`src/rtl/bcpu_pkg.sv`:
```
package bcpu_pkg;

  typedef enum logic [2:0] {
    ST_F0, ST_F1, ST_F2, ST_X0, ST_X1, ST_X2, ST_HALT
  } seq_state_e;

  // bus source positions inside the one-hot select
  localparam int SRC_PC   = 0;
  localparam int SRC_MDR  = 1;
  localparam int SRC_ALU  = 2;
  localparam int SRC_GPR0 = 3;

  localparam logic [1:0] OP_ADD  = 2'b00;
  localparam logic [1:0] OP_INC  = 2'b01;
  localparam logic [1:0] OP_NOP  = 2'b10;
  localparam logic [1:0] OP_HALT = 2'b11;

  typedef struct packed {
    logic ld_mar;
    logic ld_mdr;
    logic ld_ir;
    logic ld_pc;
    logic ld_s;
    logic ld_t;
    logic alu_inc;
  } ctl_t;

endpackage

```
`src/rtl/bcpu_rst_sync.sv`:
```
module bcpu_rst_sync (
  input  logic clk,
  input  logic rst_n,
  output logic rst_n_sync
);
  logic stage_q;

  always_ff @(posedge clk or negedge rst_n) begin
    if (!rst_n) begin
      stage_q    <= 1'b0;
      rst_n_sync <= 1'b0;
    end else begin
      stage_q    <= 1'b1;
      rst_n_sync <= stage_q;
    end
  end
endmodule

```
`src/rtl/bcpu_seq.sv`:
```
module bcpu_seq
  import bcpu_pkg::*;
#(
  parameter int GPR_N = 4,
  localparam int RIDX_W = $clog2(GPR_N),
  localparam int NSRC = SRC_GPR0 + GPR_N
) (
  input  logic              clk,
  input  logic              rst_n,
  input  logic [1:0]        fetch_op,
  input  logic [1:0]        ir_op,
  input  logic [RIDX_W-1:0] ir_rd,
  input  logic [RIDX_W-1:0] ir_rs,
  output logic [NSRC-1:0]   src_sel,
  output ctl_t              ctl,
  output logic [GPR_N-1:0]  gpr_we,
  output logic              done
);
  seq_state_e state_q, state_d;

  always_comb begin
    state_d = state_q;
    src_sel = '0;
    ctl     = '0;
    gpr_we  = '0;
    unique case (state_q)
      ST_F0: begin
        src_sel[SRC_PC] = 1'b1;
        ctl.ld_mar = 1'b1;
        ctl.ld_s   = 1'b1;
        state_d    = ST_F1;
      end
      ST_F1: begin
        src_sel[SRC_ALU] = 1'b1;
        ctl.alu_inc = 1'b1;
        ctl.ld_pc   = 1'b1;
        ctl.ld_mdr  = 1'b1;
        state_d     = ST_F2;
      end
      ST_F2: begin
        src_sel[SRC_MDR] = 1'b1;
        ctl.ld_ir = 1'b1;
        unique case (fetch_op)
          OP_ADD, OP_INC: state_d = ST_X0;
          OP_NOP:         state_d = ST_F0;
          default:        state_d = ST_HALT;
        endcase
      end
      ST_X0: begin
        src_sel[SRC_GPR0 + int'(ir_rd)] = 1'b1;
        ctl.ld_s = 1'b1;
        state_d  = ST_X1;
      end
      ST_X1: begin
        if (ir_op == OP_INC) begin
          src_sel[SRC_ALU] = 1'b1;
          ctl.alu_inc   = 1'b1;
          gpr_we[ir_rd] = 1'b1;
          state_d       = ST_F0;
        end else begin
          src_sel[SRC_GPR0 + int'(ir_rs)] = 1'b1;
          ctl.ld_t = 1'b1;
          state_d  = ST_X2;
        end
      end
      ST_X2: begin
        src_sel[SRC_ALU] = 1'b1;
        gpr_we[ir_rd] = 1'b1;
        state_d       = ST_F0;
      end
      ST_HALT: state_d = ST_HALT;
      default: state_d = ST_F0;
    endcase
  end

  always_ff @(posedge clk or negedge rst_n) begin
    if (!rst_n) state_q <= ST_F0;
    else        state_q <= state_d;
  end

  assign done = (state_q == ST_HALT);

  assert_one_source_R2: assert property (@(posedge clk) disable iff (!rst_n)
    !done |-> $onehot(src_sel));
  assert_idle_bus_R8: assert property (@(posedge clk) disable iff (!rst_n)
    done |-> (src_sel == '0));
  assert_halt_sticky_R8: assert property (@(posedge clk) disable iff (!rst_n)
    done |=> done);
  assert_latch_split_R11: assert property (@(posedge clk) disable iff (!rst_n)
    !(ctl.ld_s && ctl.ld_t));
endmodule

```
`src/rtl/bcpu_datapath.sv`:
```
module bcpu_datapath
  import bcpu_pkg::*;
#(
  parameter int DATA_W = 6,
  parameter int GPR_N  = 4,
  localparam int NSRC = SRC_GPR0 + GPR_N
) (
  input  logic              clk,
  input  logic              rst_n,
  input  logic [NSRC-1:0]   src_sel,
  input  ctl_t              ctl,
  input  logic [GPR_N-1:0]  gpr_we,
  input  logic [DATA_W-1:0] mem_rdata,
  output logic [DATA_W-1:0] bus,
  output logic [DATA_W-1:0] mar_q,
  output logic [DATA_W-1:0] mdr_q,
  output logic [DATA_W-1:0] ir_q
);
  logic [DATA_W-1:0] pc_q, s_q, t_q, alu_y;
  logic [DATA_W-1:0] gpr_q [GPR_N];

  // single adder: second operand is T or the constant one
  assign alu_y = s_q + (ctl.alu_inc ? DATA_W'(1) : t_q);

  // AND-OR bus multiplexer driven by the one-hot select
  always_comb begin
    bus = '0;
    if (src_sel[SRC_PC])  bus = bus | pc_q;
    if (src_sel[SRC_MDR]) bus = bus | mdr_q;
    if (src_sel[SRC_ALU]) bus = bus | alu_y;
    for (int k = 0; k < GPR_N; k++)
      if (src_sel[SRC_GPR0 + k]) bus = bus | gpr_q[k];
  end

  always_ff @(posedge clk or negedge rst_n) begin
    if (!rst_n)          pc_q <= '0;
    else if (ctl.ld_pc)  pc_q <= bus;
  end

  always_ff @(posedge clk or negedge rst_n) begin
    if (!rst_n)          mar_q <= '0;
    else if (ctl.ld_mar) mar_q <= bus;
  end

  always_ff @(posedge clk or negedge rst_n) begin
    if (!rst_n)          mdr_q <= '0;
    else if (ctl.ld_mdr) mdr_q <= mem_rdata;
  end

  always_ff @(posedge clk or negedge rst_n) begin
    if (!rst_n)          ir_q <= '0;
    else if (ctl.ld_ir)  ir_q <= bus;
  end

  always_ff @(posedge clk or negedge rst_n) begin
    if (!rst_n)          s_q <= '0;
    else if (ctl.ld_s)   s_q <= bus;
  end

  always_ff @(posedge clk or negedge rst_n) begin
    if (!rst_n)          t_q <= '0;
    else if (ctl.ld_t)   t_q <= bus;
  end

  for (genvar k = 0; k < GPR_N; k++) begin : g_gpr
    always_ff @(posedge clk or negedge rst_n) begin
      if (!rst_n)         gpr_q[k] <= '0;
      else if (gpr_we[k]) gpr_q[k] <= bus;
    end
  end

  assert_write_via_alu_R9: assert property (@(posedge clk) disable iff (!rst_n)
    ((|gpr_we) || ctl.ld_pc) |-> src_sel[SRC_ALU]);
  assert_pc_step_R10: assert property (@(posedge clk) disable iff (!rst_n)
    ctl.ld_pc |=> (pc_q == DATA_W'($past(pc_q) + DATA_W'(1))));
  assert_mar_from_pc_R3: assert property (@(posedge clk) disable iff (!rst_n)
    ctl.ld_mar |-> src_sel[SRC_PC]);
endmodule

```
`src/rtl/bcpu_core.sv`:
```
module bcpu_core
  import bcpu_pkg::*;
#(
  parameter int DATA_W = 6,
  parameter int GPR_N  = 4,
  localparam int RIDX_W = $clog2(GPR_N),
  localparam int NSRC = SRC_GPR0 + GPR_N,
  localparam int RS_LSB = 0,
  localparam int RD_LSB = RIDX_W,
  localparam int OP_LSB = 2 * RIDX_W
) (
  input  logic              clk,
  input  logic              rst_n,
  output logic [DATA_W-1:0] mem_addr,
  input  logic [DATA_W-1:0] mem_rdata,
  output logic [DATA_W-1:0] bus_data,
  output logic [NSRC-1:0]   bus_src,
  output logic              done
);
  logic              core_rst_n;
  ctl_t              ctl;
  logic [GPR_N-1:0]  gpr_we;
  logic [DATA_W-1:0] mdr_q, ir_q;

  bcpu_rst_sync u_rst (
    .clk        (clk),
    .rst_n      (rst_n),
    .rst_n_sync (core_rst_n)
  );

  bcpu_seq #(.GPR_N(GPR_N)) u_seq (
    .clk      (clk),
    .rst_n    (core_rst_n),
    .fetch_op (mdr_q[OP_LSB +: 2]),
    .ir_op    (ir_q[OP_LSB +: 2]),
    .ir_rd    (ir_q[RD_LSB +: RIDX_W]),
    .ir_rs    (ir_q[RS_LSB +: RIDX_W]),
    .src_sel  (bus_src),
    .ctl      (ctl),
    .gpr_we   (gpr_we),
    .done     (done)
  );

  bcpu_datapath #(.DATA_W(DATA_W), .GPR_N(GPR_N)) u_dp (
    .clk       (clk),
    .rst_n     (core_rst_n),
    .src_sel   (bus_src),
    .ctl       (ctl),
    .gpr_we    (gpr_we),
    .mem_rdata (mem_rdata),
    .bus       (bus_data),
    .mar_q     (mem_addr),
    .mdr_q     (mdr_q),
    .ir_q      (ir_q)
  );
endmodule

```
`config.mk`:
```
export PLATFORM = sky130hd
export DESIGN_NAME = bcpu_core
export DESIGN_NICKNAME = d
export VERILOG_FILES = /design/src/rtl/bcpu_pkg.sv /design/src/rtl/bcpu_rst_sync.sv /design/src/rtl/bcpu_seq.sv /design/src/rtl/bcpu_datapath.sv /design/src/rtl/bcpu_core.sv
export SDC_FILE = /design/constraint.sdc
export NUM_CORES = 1
export LEC_CHECK = 0
export BUFFER_PORTS_ARGS = -buffer_cell sky130_fd_sc_hd__buf_4
export CAP_MARGIN = 20
export CELL_PAD_IN_SITES_DETAIL_PLACEMENT = 1
export CELL_PAD_IN_SITES_GLOBAL_PLACEMENT = 1
export CORE_UTILIZATION = 42
export CTS_CLUSTER_DIAMETER = 40
export DETAILED_ROUTE_END_ITERATION = 7
export PLACE_DENSITY_LB_ADDON = 0.1
export SETUP_SLACK_MARGIN = 0.05
export SLEW_MARGIN = 10
export SYNTH_ARGS = -nofsm -noshare
export SYNTH_HDL_FRONTEND = slang
export SYNTH_SLANG_ARGS = --single-unit
export TNS_END_PERCENT = 100
```
`constraint.sdc`:
```
create_clock -name clk -period 3.5 [get_ports clk]
set_clock_uncertainty 0.1 [all_clocks]
set_input_delay 1.05 -clock clk [delete_from_list [all_inputs] [get_ports clk]]
set_output_delay 1.05 -clock clk [all_outputs]
set_load 0.01 [all_outputs]
```
* Word-level counts from Yosys, hierarchy flattened *
Cells that the tools add are included.
W data, S select, Z words.

cells by class
  bitwise operators = 6
  multipliers = 0
  shift operators = 0
  reduce and logical (&&, ||, !) cells = 8
  equal/unequal tests = 9
  magnitude comparators = 6
  multiplexer cells = 34
  div/mod/pow operators = 0
  add/subtract/negate cells = 3

operators with widths
  kind                   count
  $ge A32 B1 Y1 const B  2
  $lt A32 B5 Y1 const B  2
  $mux W6                8
  $or A6 B6 Y6           6
  $pmux W3 S6            1
  $pmux W4 S2            2
  $mux W1                11
  $eq A3 B3 Y1 const B   3
  $pmux W1 S3            3
  $mux W4                2
  $add A2 B2 Y3 const A  2
  $add A6 B6 Y6          1
  $demux W1 S3           2
  $eq A3 B2 Y1 const B   2
  $pmux W3 S2            1
  $reduce_or A2 Y1       3
  $eq A2 B1 Y1 const B   2
  $eq A3 B1 Y1 const B   1
  $logic_and A1 B1 Y1    3
  $logic_not A3 Y1       1
  $lt A2 B3 Y1 const B   1
  $mux W3                1
  $demux W1 S2           1
  $eq A2 B2 Y1 const B   1
  4 further kinds        4

storage, ports and cells
  ROM bits = 0
  bits in writable memories = 0
  output and inout port bits = 20
  logic and storage cells = 79
  bits of input ports = 8
  bits in latches = 0
  memories kept = 0
  register bits after elaboration = 65

* Logic depth before layout (Yosys ltp) *
  depth in word-level cells = 20
  gate-level depth with buffers = 14
  depth with buffers taken out = 13

* Cells and area by module *
From an unflattened synthesis, not the netlist that was laid out.

second synthesis, totals
  cell total of the unflattened synthesis = 326
  area, all modules = 3,275.6 um^2

by module, submodules not included
  module         cells an instance  area an instance (um^2)  instances  sequential area each (um^2)
  bcpu_datapath  259                2,683.8                  1          1,501.4
  bcpu_seq       64                 538.0                    1          75.1
  bcpu_rst_sync  3                  53.8                     1          50.0

* Worst setup path after synthesis *
OpenSTA, ideal clock, no wires.

  path type = register to output
  from = register u_seq.state_q[0]
  to = output port bus_data[3]
  path buffers = 1
  data arrival time = 2.700 ns
  data required time = 2.350 ns
  cell stages (with the launch flop) = 14
  setup slack = -0.350 ns
  cells stage by stage = dfrtp_1 -> buf_2 -> and4bb_2 -> a21oi_1 -> nor2_1 -> nand2b_1 -> inv_1 -> ha_1 -> a21o_1 -> a21oi_1 -> xnor2_1 -> a221o_1 -> a221oi_4 -> inv_1

on the way
  word-level cells in the longest chain between the ends = 15
  elaborated cells between the ends (all ways) = 27
  classes of those cells = add/sub: 1; eq/ne: 5; mux: 13; bitwise: 6; reduce/logical: 2

RTL lines
  item                                                                    line                 source
  start: declaration                                                      bcpu_seq.sv:19       seq_state_e state_q, state_d;
  start signal: assignment                                                bcpu_seq.sv:78       else state_q <= state_d;
  parallel branches: the longest is 14 deep, another holds $add A6 B6 Y6  -
  $mux W6 *                                                               bcpu_datapath.sv:32  if (src_sel[SRC_GPR0 + k]) bus = bus | gpr_q[k];
  end: declaration                                                        bcpu_core.sv:16      output logic [DATA_W-1:0] bus_data,

Every way passes the cells marked *.

* Worst setup path after layout *
  from = register u_seq.state_q[0]
  to = output port bus_data[2]

Same word-level chain as after synthesis.

==> results.md <==
- Status: finished with violations
- Failing checks: negative setup slack
- Synth cell count leaders: dfrtp_1 (65), nand2_1 (63), o21ai_0 (26)
- Lkg Pwr: 2.10 nW
- Clk buf depth: 2
- Most common cell in the netlist: dfrtp_1
- Die Span Y: 93.0 um
- Final Critical Period: 4020 ps
- Maximum vdd ir drop: 0.200 mV
- Layout cell share with drive strength beyond 1: 0.317
- Worst-margin pin slew: 918 ps
- WS Path Type: reg2out
- Cell row count: 32
- Number of remaining DRC errors: 0
- Inst Count DP: 493
- HP Start: u_rst.stage_q
- Hold Path Stages: 0
- Unique cell type count in the Yosys netlist: 56
- Die Wd: 93.0 um
- EDFF count, synth: 0
- Crit path top cell by count: inv_2
- Vias in the first global route: 3289
- Met2 routed WL: 5440 um
- Critical Path AT: 2870 ps
- Post-Route Setup TNS: -2240 ps
- Syn avg cell area: 9.88 um^2
- Antenna diode count: 0
- Ys async rst share: 1.00
- Setup repair after global routing missed its margin: true
- Fmax: 249 MHz
- Final-report max-slew violation count: 0
- Reg2Reg Depth: 14
- Synthesized area: 3480 um^2
- Initial DRC count: 180
- I/O Pins: 28
- Placer Congestion: 0.853
- Top Metal Used: met4
- TritonCTS clock tree: built
- Worst-path clk slew: 70 ps
- Clk root buf: clkbuf_8
- CP cell instances: and4bb_2 > a21oi_2 > nor2_4 > or2_4 > ha_4 > inv_2 > fa_2 > xnor2_2 > a221o_1 > a221oi_4 > inv_2 > buf_6
- PwrDens: 308 nW/um^2
- Reg2Reg Setup Slack: 450 ps
- Setup violators final: 6
- CTS Buf Count: 9
- Metal-1 WL: 4860 um
- Full die area: 8650 um^2
- Synth top area share: 0.468
- Reg-to-Reg End: u_dp.gpr_q[3]
- Setup ws final: -524 ps
- NumNets Final: 441
- H-tree levels: 3
- Max Cap Viol: 0
- Hold EP: u_rst.rst_n_sync
- First-pass GRT wire length: 17700 um
- Post-layout total power: 1.36 mW
- Leading post-synthesis cells by cell area: dfrtp_1 (47%), nand2_1 (6.8%), ha_1 (5.0%)
- Worst rel slew slack: 0.388
- Worst-skew pair later-pin latency: 350 ps
- Port bufs: 27
- Post-Syn Nets: 375
- Final Cycle Share: 1.15
- Worst-path fanout max: 3
- Core area: 7850 um^2
- Seq/Total Area, Yosys: 0.468
- Worst R2R Start: u_seq.state_q[2]
- Wirelength, routed: 11100 um
- Crit. End Element: primary output
- Max stage delay on crit path: 380 ps
- Slowest cell on the critical path: dfrtp_1
- Dpl hpwl: 7860 um
- Grt ovf: 0
- Initial antenna violation count: 0
- Vias per cell: 5.88
- CP Launch Type: register
- Drt wl/cell: 21.1 um
- Final Non-Filler Cells: 525
- Final Hold Viols: 0
- Post-route ant nets: 0
- Fillers: 903
- Post-synth top flop: dfrtp_1
- Syn Inst Count: 352
- Metal3 WL: 490 um
- GRT Util Overall: 0.279
- Hold crit path type: reg2reg
- Yosys top cell by area: dfrtp_1
- Synth warn: 0
- Worst EP required: 2350 ps
- DRT Pass-1 Iters: 5
- FF+latch count, synth: 65
- Starting density of the core: 0.443
- Largest net degree at the start of global routing: 42
- Clock sink count: 65
- Area Growth Syn to Fin: 26.9%
- Via count: 3087
## critical path, delay by kind of cell, from the launching register on
| kind | cells | cell delay, ps |
|---|---|---|
| AND/OR/NAND/NOR | 3 | 620 |
| flip-flops | 1 | 380 |
| buffers and inverters | 3 | 220 |
| adder cells (fa/ha/maj) | 2 | 500 |
| AO/OA/AOI/OAI | 3 | 640 |
| XOR/XNOR | 1 | 150 |
## final cells by class
| type | count | area, um^2 | share of cell area |
|---|---|---|---|
| Clock inverter | 2 | 12.5 | 0.00284 |
| Multi-Input combinational cell | 254 | 1850 | 0.419 |
| Inverter | 18 | 67.6 | 0.0153 |
| Tap cell | 102 | 128 | 0.0289 |
| Sequential cell | 65 | 1630 | 0.369 |
| Clock buffer | 14 | 163 | 0.0369 |
| Timing Repair Buffer | 70 | 564 | 0.128 |
## registers in the layout, indices dropped and copies added, names as in the netlist
| name | count |
|---|---|
| u_dp.t_q | 6 |
| u_dp.mar_q | 6 |
| u_dp.ir_q | 6 |
| u_seq.state_q | 3 |
| u_dp.pc_q | 6 |
| u_dp.s_q | 6 |
| u_rst.stage_q | 1 |
| u_rst.rst_n_sync | 1 |
| u_dp.mdr_q | 6 |
| u_dp.gpr_q | 24 |
## timing repair
item	4_1_cts	5_1_grt
endpoints found under the setup margin	6	6
pin swaps	20	18
resized for setup	20	10
hold buffers	0	0
buffers inserted	11	6
## placed cells by master (no fill, tap or decap), types with 2 or more instances in the layout
cell type,n
a211oi_1,2
a21o_1,6
a21oi_1,15
a21oi_2,4
a221o_1,3
a221oi_1,5
a221oi_4,2
a222oi_1,8
a22o_1,6
a31oi_1,2
and3_1,2
and4b_2,2
and4bb_2,2
buf_4,63
buf_6,5
clkbuf_1,3
clkbuf_8,11
dfrtp_1,63
dfrtp_2,2
ha_1,7
ha_2,3
ha_4,4
inv_1,11
inv_2,7
mux2_2,6
nand2_1,62
nand2b_1,5
nand3_1,3
nor2_1,21
nor2b_1,4
o21a_1,2
o21ai_0,25
o21ai_1,13
o22ai_1,3
xnor2_2,2
## how the worst max path moves through the flow
stage	slack [ps]	from	cells past startpoint	endpoint
4_1_cts	-520	u_dp.ir_q[5]	12	bus_data[2]
3_5_place_dp	-190	u_seq.state_q[0]	12	bus_data[2]
3_3_place_gp	-100	u_seq.state_q[0]	13	bus_data[3]
2_1_floorplan	-230	u_seq.state_q[0]	13	bus_data[3]
5_1_grt	-650	u_seq.state_q[0]	12	bus_data[2]
6_report	-520	u_seq.state_q[0]	12	bus_data[2]
## through the flow
stage / utilization / instance area, um^2 / hold WS (ps) / setup slack (ps)
after floorplan: - / 3540 / 231 / -228
after global placement: 0.508 / 3990 / 239 / -96.4
after detailed placement: 0.508 / 3990 / 254 / -193
after CTS: 0.551 / 4320 / 278 / -522
after global routing: 0.562 / 4410 / 283 / -647
final: 0.562 / 4410 / 269 / -524
## cells by family (layout without fill, tap and decap cells)
kind of cell	after synthesis	in the layout	synth area share
and+or+nand+nor	117	117	0.162
xor gates and xnor gates	4	4	0.0101
muxes	6	6	0.0194
adders and majority gates	15	15	0.0561
AOI/OAI and AO/OA	111	111	0.243
buffers and inverters	33	104	0.0403
DFF	65	65	0.468
other	1	1	0.00108
## report_power, final
group	leakage, nW	switching (mW)	internal (mW)	total [mW]
clock	0.0867	0.290	0.296	0.585
sequential	0.672	0.00930	0.752	0.761
combinational	1.34	0.00657	0.00565	0.0122
total	2.10	0.305	1.05	1.36
## per-layer routing
layer  vias to the layer above  GRT usage
met5                         -          0
met4                         0      0.121
met3                        24     0.0537
met2                        88      0.456
met1                      1570      0.360
li1                       1405          -
Note: power is estimated with default switching activity, not from simulation.
